$ cat src/rtl/mpsp_fifo_pkg.sv
package mpsp_fifo_pkg;

   // width of a slot index for a store of n entries
   function automatic int unsigned slot_bits(int unsigned n);
      return (n < 2) ? 1 : $clog2(n);
   endfunction

   // width of a counter able to hold the value n
   function automatic int unsigned count_bits(int unsigned n);
      return (n < 1) ? 1 : $clog2(n + 1);
   endfunction

endpackage

$ cat src/rtl/mpsp_fifo_wrap.sv
module mpsp_fifo_wrap
   import mpsp_fifo_pkg::*;
#(
   parameter int unsigned N  = 6,
   parameter int unsigned AW = slot_bits(N),
   localparam int unsigned SW = AW + 1
) (
   input  logic [AW-1:0] base,
   input  logic [SW-1:0] inc,
   output logic [AW-1:0] slot
);

   logic [SW-1:0] sum;
   assign sum = SW'(base) + inc;

   generate
      if ((N & (N - 1)) == 0) begin : g_pow2
         // natural wrap of the index bits
         assign slot = sum[AW-1:0];
      end else begin : g_cmp
         // base < N and inc <= N, so one subtraction is enough
         logic [SW-1:0] folded;
         assign folded = (sum >= SW'(N)) ? (sum - SW'(N)) : sum;
         assign slot   = folded[AW-1:0];
      end
   endgenerate

endmodule

$ cat src/rtl/mpsp_fifo_ctrl.sv
module mpsp_fifo_ctrl
   import mpsp_fifo_pkg::*;
#(
   parameter int unsigned P  = 6,
   parameter int unsigned N  = 6,
   parameter int unsigned AW = slot_bits(N),
   parameter int unsigned CW = count_bits(N),
   parameter int unsigned NW = count_bits(P),
   localparam int unsigned SW = AW + 1
) (
   input  logic          clk,
   input  logic          rst,
   input  logic [NW-1:0] in_cnt,
   output logic [CW-1:0] level,
   output logic [CW-1:0] take,
   output logic [AW-1:0] rd_ptr,
   output logic [AW-1:0] wr_ptr,
   output logic          ovf_q
);

   logic [NW-1:0] req;
   logic [CW-1:0] room;
   logic          pop;
   logic          dropped;
   logic [AW-1:0] rd_nxt;
   logic [AW-1:0] wr_nxt;

   always_comb begin
      req     = (in_cnt > NW'(P)) ? NW'(P) : in_cnt;
      room    = CW'(N) - level;
      dropped = CW'(req) > room;
      take    = dropped ? room : CW'(req);
      pop     = (level != '0);
   end

   mpsp_fifo_wrap #(.N(N), .AW(AW)) u_wr_adv (
      .base (wr_ptr),
      .inc  (SW'(take)),
      .slot (wr_nxt)
   );

   mpsp_fifo_wrap #(.N(N), .AW(AW)) u_rd_adv (
      .base (rd_ptr),
      .inc  (SW'(pop)),
      .slot (rd_nxt)
   );

   always_ff @(posedge clk) begin
      if (rst) begin
         level  <= '0;
         rd_ptr <= '0;
         wr_ptr <= '0;
         ovf_q  <= 1'b0;
      end else begin
         level  <= level + take - CW'(pop);
         rd_ptr <= rd_nxt;
         wr_ptr <= wr_nxt;
         ovf_q  <= dropped;
      end
   end

endmodule

$ cat src/rtl/mpsp_fifo_store.sv
module mpsp_fifo_store
   import mpsp_fifo_pkg::*;
#(
   parameter int unsigned W  = 8,
   parameter int unsigned P  = 6,
   parameter int unsigned N  = 6,
   parameter int unsigned AW = slot_bits(N),
   parameter int unsigned CW = count_bits(N),
   localparam int unsigned SW = AW + 1
) (
   input  logic                clk,
   input  logic [P-1:0][W-1:0] in_data,
   input  logic [CW-1:0]       take,
   input  logic [AW-1:0]       wr_ptr,
   input  logic [AW-1:0]       rd_ptr,
   output logic [W-1:0]        head
);

   logic [W-1:0]  mem [N];
   logic [AW-1:0] lane_slot [P];
   logic [P-1:0]  lane_en;

   generate
      for (genvar i = 0; i < P; i++) begin : g_lane
         mpsp_fifo_wrap #(.N(N), .AW(AW)) u_slot (
            .base (wr_ptr),
            .inc  (SW'(i)),
            .slot (lane_slot[i])
         );
         assign lane_en[i] = (CW'(i) < take);
      end
   endgenerate

   always_ff @(posedge clk) begin
      for (int e = 0; e < N; e++) begin
         for (int i = 0; i < P; i++) begin
            if (lane_en[i] && (lane_slot[i] == AW'(e))) begin
               mem[e] <= in_data[i];
            end
         end
      end
   end

   assign head = mem[rd_ptr];

endmodule

$ cat src/rtl/mpsp_fifo.sv
module mpsp_fifo
   import mpsp_fifo_pkg::*;
#(
   parameter int unsigned W = 8,
   parameter int unsigned P = 6,
   parameter int unsigned N = 6,
   localparam int unsigned AW = slot_bits(N),
   localparam int unsigned CW = count_bits(N),
   localparam int unsigned NW = count_bits(P)
) (
   input  logic                clk,
   input  logic                rst,
   input  logic [P-1:0][W-1:0] in_data,
   input  logic [NW-1:0]       in_cnt,
   output logic [W-1:0]        out_data,
   output logic                out_valid,
   output logic                empty,
   output logic                full,
   output logic                overflow
);

   // parameter legality
   generate
      if (W < 1) begin : g_bad_w
         $error("mpsp_fifo: W must be at least 1");
      end
      if (P < 1) begin : g_bad_p
         $error("mpsp_fifo: P must be at least 1");
      end
      if (N < 2) begin : g_bad_n
         $error("mpsp_fifo: N must be at least 2");
      end
      if (N < P) begin : g_bad_np
         $error("mpsp_fifo: N must not be below P");
      end
   endgenerate

   logic [CW-1:0] level;
   logic [CW-1:0] take;
   logic [AW-1:0] rd_ptr;
   logic [AW-1:0] wr_ptr;
   logic          ovf_q;

   mpsp_fifo_ctrl #(.P(P), .N(N), .AW(AW), .CW(CW), .NW(NW)) u_ctrl (
      .clk    (clk),
      .rst    (rst),
      .in_cnt (in_cnt),
      .level  (level),
      .take   (take),
      .rd_ptr (rd_ptr),
      .wr_ptr (wr_ptr),
      .ovf_q  (ovf_q)
   );

   mpsp_fifo_store #(.W(W), .P(P), .N(N), .AW(AW), .CW(CW)) u_store (
      .clk     (clk),
      .in_data (in_data),
      .take    (take),
      .wr_ptr  (wr_ptr),
      .rd_ptr  (rd_ptr),
      .head    (out_data)
   );

   assign out_valid = (level != '0);
   assign empty     = (level == '0);
   assign full      = (level == CW'(N));
   assign overflow  = ovf_q;

endmodule

$ cat config.mk
export PLATFORM = sky130hd
export DESIGN_NAME = mpsp_fifo
export DESIGN_NICKNAME = d
export VERILOG_FILES = /design/src/rtl/mpsp_fifo_pkg.sv /design/src/rtl/mpsp_fifo_wrap.sv /design/src/rtl/mpsp_fifo_ctrl.sv /design/src/rtl/mpsp_fifo_store.sv /design/src/rtl/mpsp_fifo.sv
export SDC_FILE = /design/constraint.sdc
export NUM_CORES = 1
export LEC_CHECK = 0
export BUFFER_PORTS_ARGS = -buffer_cell sky130_fd_sc_hd__buf_2
export CAP_MARGIN = 40
export CORE_MARGIN = 2
export CORE_UTILIZATION = 54
export CTS_CLUSTER_SIZE = 28
export DETAILED_ROUTE_END_ITERATION = 8
export GPL_ROUTABILITY_DRIVEN = 0
export GPL_TIMING_DRIVEN = 1
export PLACE_DENSITY = 0.78
export SYNTH_ARGS = -nofsm -noshare
export SYNTH_HDL_FRONTEND = slang
export SYNTH_SLANG_ARGS = --single-unit
export TNS_END_PERCENT = 30
$ cat constraint.sdc
create_clock -name clk -period 3.4 [get_ports clk]
set_clock_uncertainty 0.2 [all_clocks]
set_input_delay 0.17 -clock clk [delete_from_list [all_inputs] [get_ports clk]]
set_output_delay 0.17 -clock clk [all_outputs]
set_load 0.01 [all_outputs]
# == After elaboration in Yosys (flattened, before gate mapping) ==
# Memory sizes are Yosys's and may differ from the RTL's. A register that Yosys moved wholly into a read port is not among the register bits.
# Cells that the tools add are included.
# classes
n_eq_ne,31
reduce_logical,44
magnitude_cmp,16
n_mux,113
bitwise,30
addsub,18
# ops
operator,count
8-bit two-way mux,30
1-bit two-way mux,72
"3-bit == test, second input constant",13
"3-bit by 2-bit == test with 1-bit output, second input constant",12
1-bit logical AND,36
3-bit two-way mux,11
1-bit bitwise OR,30
"4-bit by 3-bit >= comparator with 1-bit output, second input constant",7
"3-bit subtractor, second input constant",8
3-bit logical NOT,7
"3-bit by 1-bit == test with 1-bit output, second input constant",6
"3-bit by 2-bit adder with 4-bit output, second input constant",2
"3-bit by 3-bit adder with 4-bit output, second input constant",2
"1-bit by 3-bit less-than comparator with 1-bit output, first input constant",2
"2-bit by 3-bit less-than comparator with 1-bit output, first input constant",2
"3-bit less-than comparator, first input constant",2
3-bit by 1-bit adder with 4-bit output,1
"3-bit by 1-bit adder with 4-bit output, second input constant",1
3-bit by 3-bit adder with 4-bit output,1
3-bit adder,1
"3-bit >= comparator, second input constant",1
3-bit greater-than comparator,1
"3-bit greater-than comparator, second input constant",1
3-bit nonzero test,1
2 further kinds,2
# word_totals
out_inout_bits,12
register_bits,10
ramBits,48
elab_cells,257
input_bits,53
memories,1
# memory_table
memory,depth,width,rd,rd_clocked_by_memory_dff,wr,line,source
u_store.mem,6,8,1,1,6,mpsp_fifo_store.sv:19,logic [W-1:0] mem [N];

# == Logic depth before layout (Yosys ltp) ==
# Gate-level depths: netlist of the first run.
# depth
depth_word,13
depth_mapped,14
mapped_depth_nobuf,13

# == By module ==
# From an unflattened synthesis of the first run, not the netlist that was laid out.
# unflattened
cells_unflattened,758
area_unflattened_um2,6527.5
# by_module_without_submodules
mod,cells_each,seq_area_each_um2,instances,area_per_inst_um2
mpsp_fifo_store,599,1441.4,1,4944.7
mpsp_fifo_wrap,12,0.0,8,123.9
mpsp_fifo_ctrl,60,200.2,1,570.5
mpsp_fifo,3,0.0,1,21.3

# == Least setup slack after synthesis of the first run ==
# No wires, ideal clock.
# synth_path
path_type,reg2reg
from,reg u_ctrl.level[0]
to,"mem u_store.mem[3][0], enable pin"
t_arrival_ns,3.014
n_path_buf,2
path_stages_with_launch,12
setup_slack_ns,-0.142
setup_time_ns,0.329
synth_period_minus_slack_ns,3.542
t_required_ns,2.871
cell_sequence,dfxtp_1 -> inv_1 -> ha_1 -> ha_1 -> nand3b_1 -> a21oi_4 -> mux2i_2 -> or4b_1 -> clkbuf_1 -> and3_1 -> buf_2 -> nand2_1
# synth_lines
item,line,source
start: declaration,mpsp_fifo_ctrl.sv:14,"output logic [CW-1:0] level,"
start signal: assignment,mpsp_fifo_ctrl.sv:55,level <= level + take - CW'(pop);
end: declaration,mpsp_fifo_store.sv:19,

==> results of run 1 <==
-- worst max path at each step --
| stage | from | to | slack [ns] | cells after the start |
|---|---|---|---|---|
| 2_1_floorplan | u_ctrl.level[0] | u_store.mem[5][0] | -0.09 | 10 |
| 3_3_place_gp | u_ctrl.level[0] | u_store.mem[0][4] | 0.05 | 12 |
| 3_5_place_dp | u_ctrl.level[0] | u_ctrl.wr_ptr[1] | -0.14 | 14 |
| 4_1_cts | u_ctrl.level[0] | u_ctrl.wr_ptr[1] | -0.09 | 14 |
| 5_1_grt | u_ctrl.level[0] | u_ctrl.level[2] | -0.09 | 14 |
| 6_report | u_ctrl.level[0] | u_store.mem[1][6] | -0.06 | 12 |
-- tightest hold or removal path: stages --
cell and delay [ns]:
buf_2 0.14, nand2_1 0.07, o21ai_1 0.07
-- cells in the mapped netlist (3+ instances only) --
library cell and count:
xor2_1 3, a221o_1 7, o31ai_1 8, a211oi_1 3
mux2_2 7, nor4_1 19, nand2b_1 4, a22o_1 24
ha_1 22, nand3_1 8, o21ai_1 10, a21oi_1 21
a21o_1 10, o221ai_1 16, a31oi_1 3, mux4_2 8
edfxtp_1 48, buf_1 8, nor3_1 15, mux2i_1 53
nor2b_1 6, and2_1 11, a221oi_1 8, nand2_1 55
clkbuf_1 18, o211ai_1 3, inv_1 21, xnor2_1 8
dfxtp_1 10, buf_6 3, or4_1 3, and3_1 8
o22ai_1 8, nor2_1 90, buf_2 12, o21ai_0 11
nand4_1 3
-- per-layer routing --
| layer | wire (µm) | share of wire, % |
|---|---|---|
| met5 | 0 | 0 |
| met2 | 8840 | 45 |
| met4 | 1300 | 6.6 |
| met3 | 2700 | 14 |
| met1 | 6970 | 35 |
-- logic make-up (layout without fill, tap and decap cells) --
group	after synthesis	after routing
simple gates	237	237
compound gates	149	149
mux	70	70
buf+inv	65	183
flops	58	58
fa+ha+maj	24	24
xor+xnor	11	11
-- stage by stage --
stage | hold slack, ns | worst slack (ns) | setup TNS (ns) | instance area, µm² | std cells
3_3_place_gp | 0.265 | 0.0479 | 0 | 6290 | 832
2_1_floorplan | 0.155 | -0.0879 | -1.13 | 5470 | 614
4_1_cts | 0.000178 | -0.0929 | -0.254 | 6620 | 858
3_5_place_dp | 0.284 | -0.141 | -1.38 | 6310 | 833
5_1_grt | 0.0112 | -0.0876 | -2.20 | 6860 | 865
6_report | 0.0122 | -0.0645 | -0.0855 | 6860 | 865
-- sequential cells by signal (all words and copies together) (netlist names) --
register	flops
u_ctrl.level	3
u_ctrl.ovf_q	1
u_ctrl.rd_ptr	3
u_ctrl.wr_ptr	3
u_store.mem	48
-- power breakdown --
group	switching [mW]	internal, mW	leakage [nW]
clock	0.298	0.336	0.0954
sequential	0.177	1.56	0.545
combinational	3.87	2.95	2.35
-- area by class of cell --
| class | count | area [µm²] | area share, % |
|---|---|---|---|
| tap | 133 | 166 | 2.43 |
| timing repair buffer | 144 | 1030 | 15.1 |
| inverter | 23 | 96.3 | 1.41 |
| multi-input combinational | 491 | 3720 | 54.2 |
| clock inverter | 7 | 68.8 | 1.00 |
| sequential | 58 | 1650 | 24.0 |
| clock buffer | 9 | 124 | 1.81 |
-- timing repair --
item	4_1_cts	5_1_grt
hold endpoints to repair	12	1
pin swaps	1	10
setup endpoints to repair	34	99
hold buffers	9	1
resized for setup	10	35
setup buffers	0	6
==> impl_metrics.ini, run 1 <==
[status]
outcome = finished with violations
violations = negative setup slack

[global_routing]
antenna_found_initial = 0
track_usage_pct = 34.9
grt_overflow_total = 0
grt_pass1_wl_um = 29500
grt_pass1_vias = 5613
grt_max_degree = 21
use_met2_pct = 54.2
met1_usage_pct = 43.7
grt_busiest_layer = met2
grt_use_met3_pct = 10.2

[synthesis]
synth_edf_count = 48
synth_seq_cells = 58
yosys.area.top_type = edfxtp_1
synth_top_family_by_area = simple AND/OR/NAND/NOR gates
syn_nets = 691
synth.distinct_cells = 67
syn_inst = 614
ys_warn_count = 0
avgSynthCellArea_um2 = 8.88
synthSimpleGateAreaFrac_pct = 21.1
synthAdderAreaFrac_pct = 5.78
synthTopCellsByArea = edfxtp_1 (26%), mux2i_1 (9.7%), nor2_1 (6.2%)
yosysSeqAreaShare_pct = 30.1
muxShareOfSynthArea_pct = 15.0
async_flop_share_pct = 0
synthXorXnorAreaFrac_pct = 1.77
synth_top_area_share_pct = 26.4
ys.flop_type = edfxtp_1
netlist_area_um2 = 5450
synth_compound_area_share_pct = 21.0

[pwr]
finalPower_mw = 9.19
power_density_nw_per_um2 = 1340
peakVddDrop_uv = 892
p_leak_nw = 2.99

[timing]
worst_slew_pin_slew_ns = 0.813
rsz0062_at_grt = true
max_freq_mhz = 289
drv_slew = 0
fin_crit_ns = 3.46
period_share_pct = 102
fin_ws_ns = -0.0645
hold_viol_final = 0
setup_viol = 3
slew_headroom_pct = 45.7

[routing]
drt_iter0_drc = 849
ant_nets = 0
vias = 5901
viasPerCell = 6.82
drc = 0
totalWireLength_um = 19800
dr.pass1.iters = 6
post_drt_wl_per_cell_um = 22.9

[worst_setup_path]
rr_endpoint = u_store.mem[1][6]
path_cells = ha_4 > xor2_4 > ha_4 > nand3b_1 > a21oi_4 > buf_6 > mux2i_4 > buf_6 > nand3_1 > and3_2 > a221oi_1 > a21o_1
crit_fanout = 9
crit_type = flop to flop
crit_path_start_kind = flop
reg2reg_depth = 12
rr_startpoint = u_ctrl.level[0]
cp_slowest_cell = a221oi_1
crit_required_ns = 3.42
cp_slowest_stage_delay_ns = 0.39
cp-end-kind = flop
cp.arrival_ns = 3.48
critPathTopFamily = compound AO/OA/AOI/OAI gates
r2r_setup_slack_ns = -0.06
cp.buffers_inverters = 2

[cells_and_area]
diodes = 0
final_layout_size_suffix_gt1_share_pct = 29.6
fin_nets = 804
area_delta_synth_final_pct = 25.8
final_cell_mix = nor2_1 (90), buf_2 (64), buf_4 (59)
utilization_pct = 70.1
n_fill_cell = 710
layout_commonest_cell = nor2_1

[flow_run]
cap_violations = 0

[clock_tree]
cts.path.max_buffers = 2
insertion_delay_ns = 0.35
cts-buffers-inserted = 9
cts.sinks = 58
cts_tree = done
htreeDepth = 3
clkSlewWorstSetupHoldPaths_ns = 0.07
clock-root-buffer = clkbuf_8

[placed_design]
portBuffers = 64
dp_hpwl_um = 13800

[floorplanning]
dieArea_um2 = 10900
core_area_um2 = 9770
ios = 65
die-width_um = 104
fp-row-count = 36
dieHeight_um = 104
initial_core_util_pct = 55.8

[hold_path]
hold_start = in_data[3]
hp-class = input pin to flop
hold_depth = 3
hold_end = u_store.mem[4][3]
No activity file was read; power rests on OpenSTA's default activity.
==> inputs of run 2 (changes only) <==
TNS_END_PERCENT = unset   (was 30)
==> impl_metrics.ini, run 2 (synthesis results as in run 1) <==
[status]
outcome = complete, no violations

[cells_and_area]
area_delta_synth_final_pct = 25.2
final_cell_mix = nor2_1 (90), buf_2 (64), buf_4 (56)
stdcell_area_um2 = 6820
layout_commonest_cell = nor2_1
diodes = 0
final_layout_size_suffix_gt1_share_pct = 29.7
largest_reg_flops = 48
regMostFlops = u_store.mem
fin_nets = 799

[routing]
drt_iter0_drc = 1059
post_drt_wl_per_cell_um = 23.2
totalWireLength_um = 19900
viasPerCell = 6.86
ant_nets = 0
drc = 0
vias = 5898
dr.pass1.iters = 8

[flow_run]
cap_violations = 0

[worst_setup_path]
crit_type = flop to flop
crit_required_ns = 3.26
cp.arrival_ns = 3.23
crit_fanout = 19
crit_path_start_kind = flop
cp-end-kind = flop

[timing]
fin_ws_ns = 0.0277
holdWs_ns = 0.0361
fin_crit_ns = 3.37
setup_viol = 0
drv_slew = 0
worst_slew_pin_slew_ns = 0.785
hold_viol_final = 0
slew_headroom_pct = 47.6
period_share_pct = 99.2
max_freq_mhz = 297

[placed_design]
post_dp_cell_area_um2 = 6280
dp_hpwl_um = 13800
preCtsSetupSlack_ns = -0.175
portBuffers = 64

[clock_tree]
insertion_delay_ns = 0.36
cts_tree = done
cts-buffers-inserted = 9
htreeDepth = 3
clkSlewWorstSetupHoldPaths_ns = 0.07
cts.sinks = 58
clock-root-buffer = clkbuf_8
cts.path.max_buffers = 2

[pwr]
finalPower_mw = 9.06
p_leak_nw = 2.97
peakVddDrop_uv = 867
power_density_nw_per_um2 = 1330

[global_routing]
grt_max_degree = 21
grt_pass1_vias = 5521
track_usage_pct = 34.9
grt_overflow_total = 0
antenna_found_initial = 0
grt_pass1_wl_um = 29600

[floorplanning]
fp-row-count = 36
dieHeight_um = 104
dieArea_um2 = 10900
initial_core_util_pct = 55.8
core_area_um2 = 9770
ios = 65
die-width_um = 104

[hold_path]
hp-class = input pin to flop
run 2: cell types whose count changed in the layout (fill, tap and decap cells not counted), moves of 3 or more:
cell           delta
buf_4             -3
ha_1              +3
dlygate4sd3_1     -5
buf_6             +4
run 2: area by class of cell:
type                       instances  area (µm²)
clock inverter                     3        16.3
inverter                          23        96.3
timing repair buffer             139         997
tap                              133         166
sequential                        58        1650
clock buffer                      13         159
multi-input combinational        491        3740
fill                             723        2950
run 2: path summary, 6_finish.rpt:
path         slack [ns]                 to  cells after the start              from
max                0.03  u_store.mem[5][1]                     13   u_ctrl.level[0]
min                0.04  u_store.mem[4][4]                      3        in_data[4]
max reg2reg        0.03  u_store.mem[5][1]                     13   u_ctrl.level[0]
min reg2reg        0.39   u_ctrl.rd_ptr[0]                      2  u_ctrl.rd_ptr[0]
run 2: what timing repair did:
action | 4_1_cts | 5_1_grt
setup buffers | 3 | 7
hold buffers | 5 | 0
pin swaps | 5 | 14
resized for setup | 12 | 41
hold endpoints to repair | 16 | 0
cloned | 0 | 2
endpoints found under the setup margin | 36 | 97
run 2: metal layers:
metal	vias to the layer above	track usage (%)	routed length, µm
met5	-	0	0
met2	538	56.1	8990
li1	2540	-	-
met4	0	16.1	1180
met3	130	9.52	2810
met1	2690	43.7	6940
run 2: power by group:
group | leakage [nW] | internal [mW] | total, mW | switching [mW]
combinational | 2.34 | 2.86 | 6.73 | 3.87
sequential | 0.545 | 1.56 | 1.75 | 0.184
clock | 0.0871 | 0.301 | 0.585 | 0.285
run 2: critical path, cell delays in order (launching register included):
cell      delay, ns
dfxtp_4        0.38
ha_4           0.16
xor2_4         0.20
ha_4           0.24
buf_6          0.12
a21oi_4        0.19
nand3_1        0.13
and2_4         0.22
inv_6          0.15
nor3_1         0.10
nor2_1         0.27
nand2_1        0.17
o211ai_1       0.30
buf_4          0.24
run 2: metrics by stage:
| stage | TNS (ns) | std cells | util (%) |
|---|---|---|---|
| floorplan | -0.369 | 614 | - |
| global placement | 0 | 827 | 64.1 |
| detailed placement | -1.87 | 828 | 64.2 |
| CTS | 0 | 852 | 67.2 |
| global route | -0.248 | 860 | 69.8 |
| finish | 0 | 860 | 69.8 |
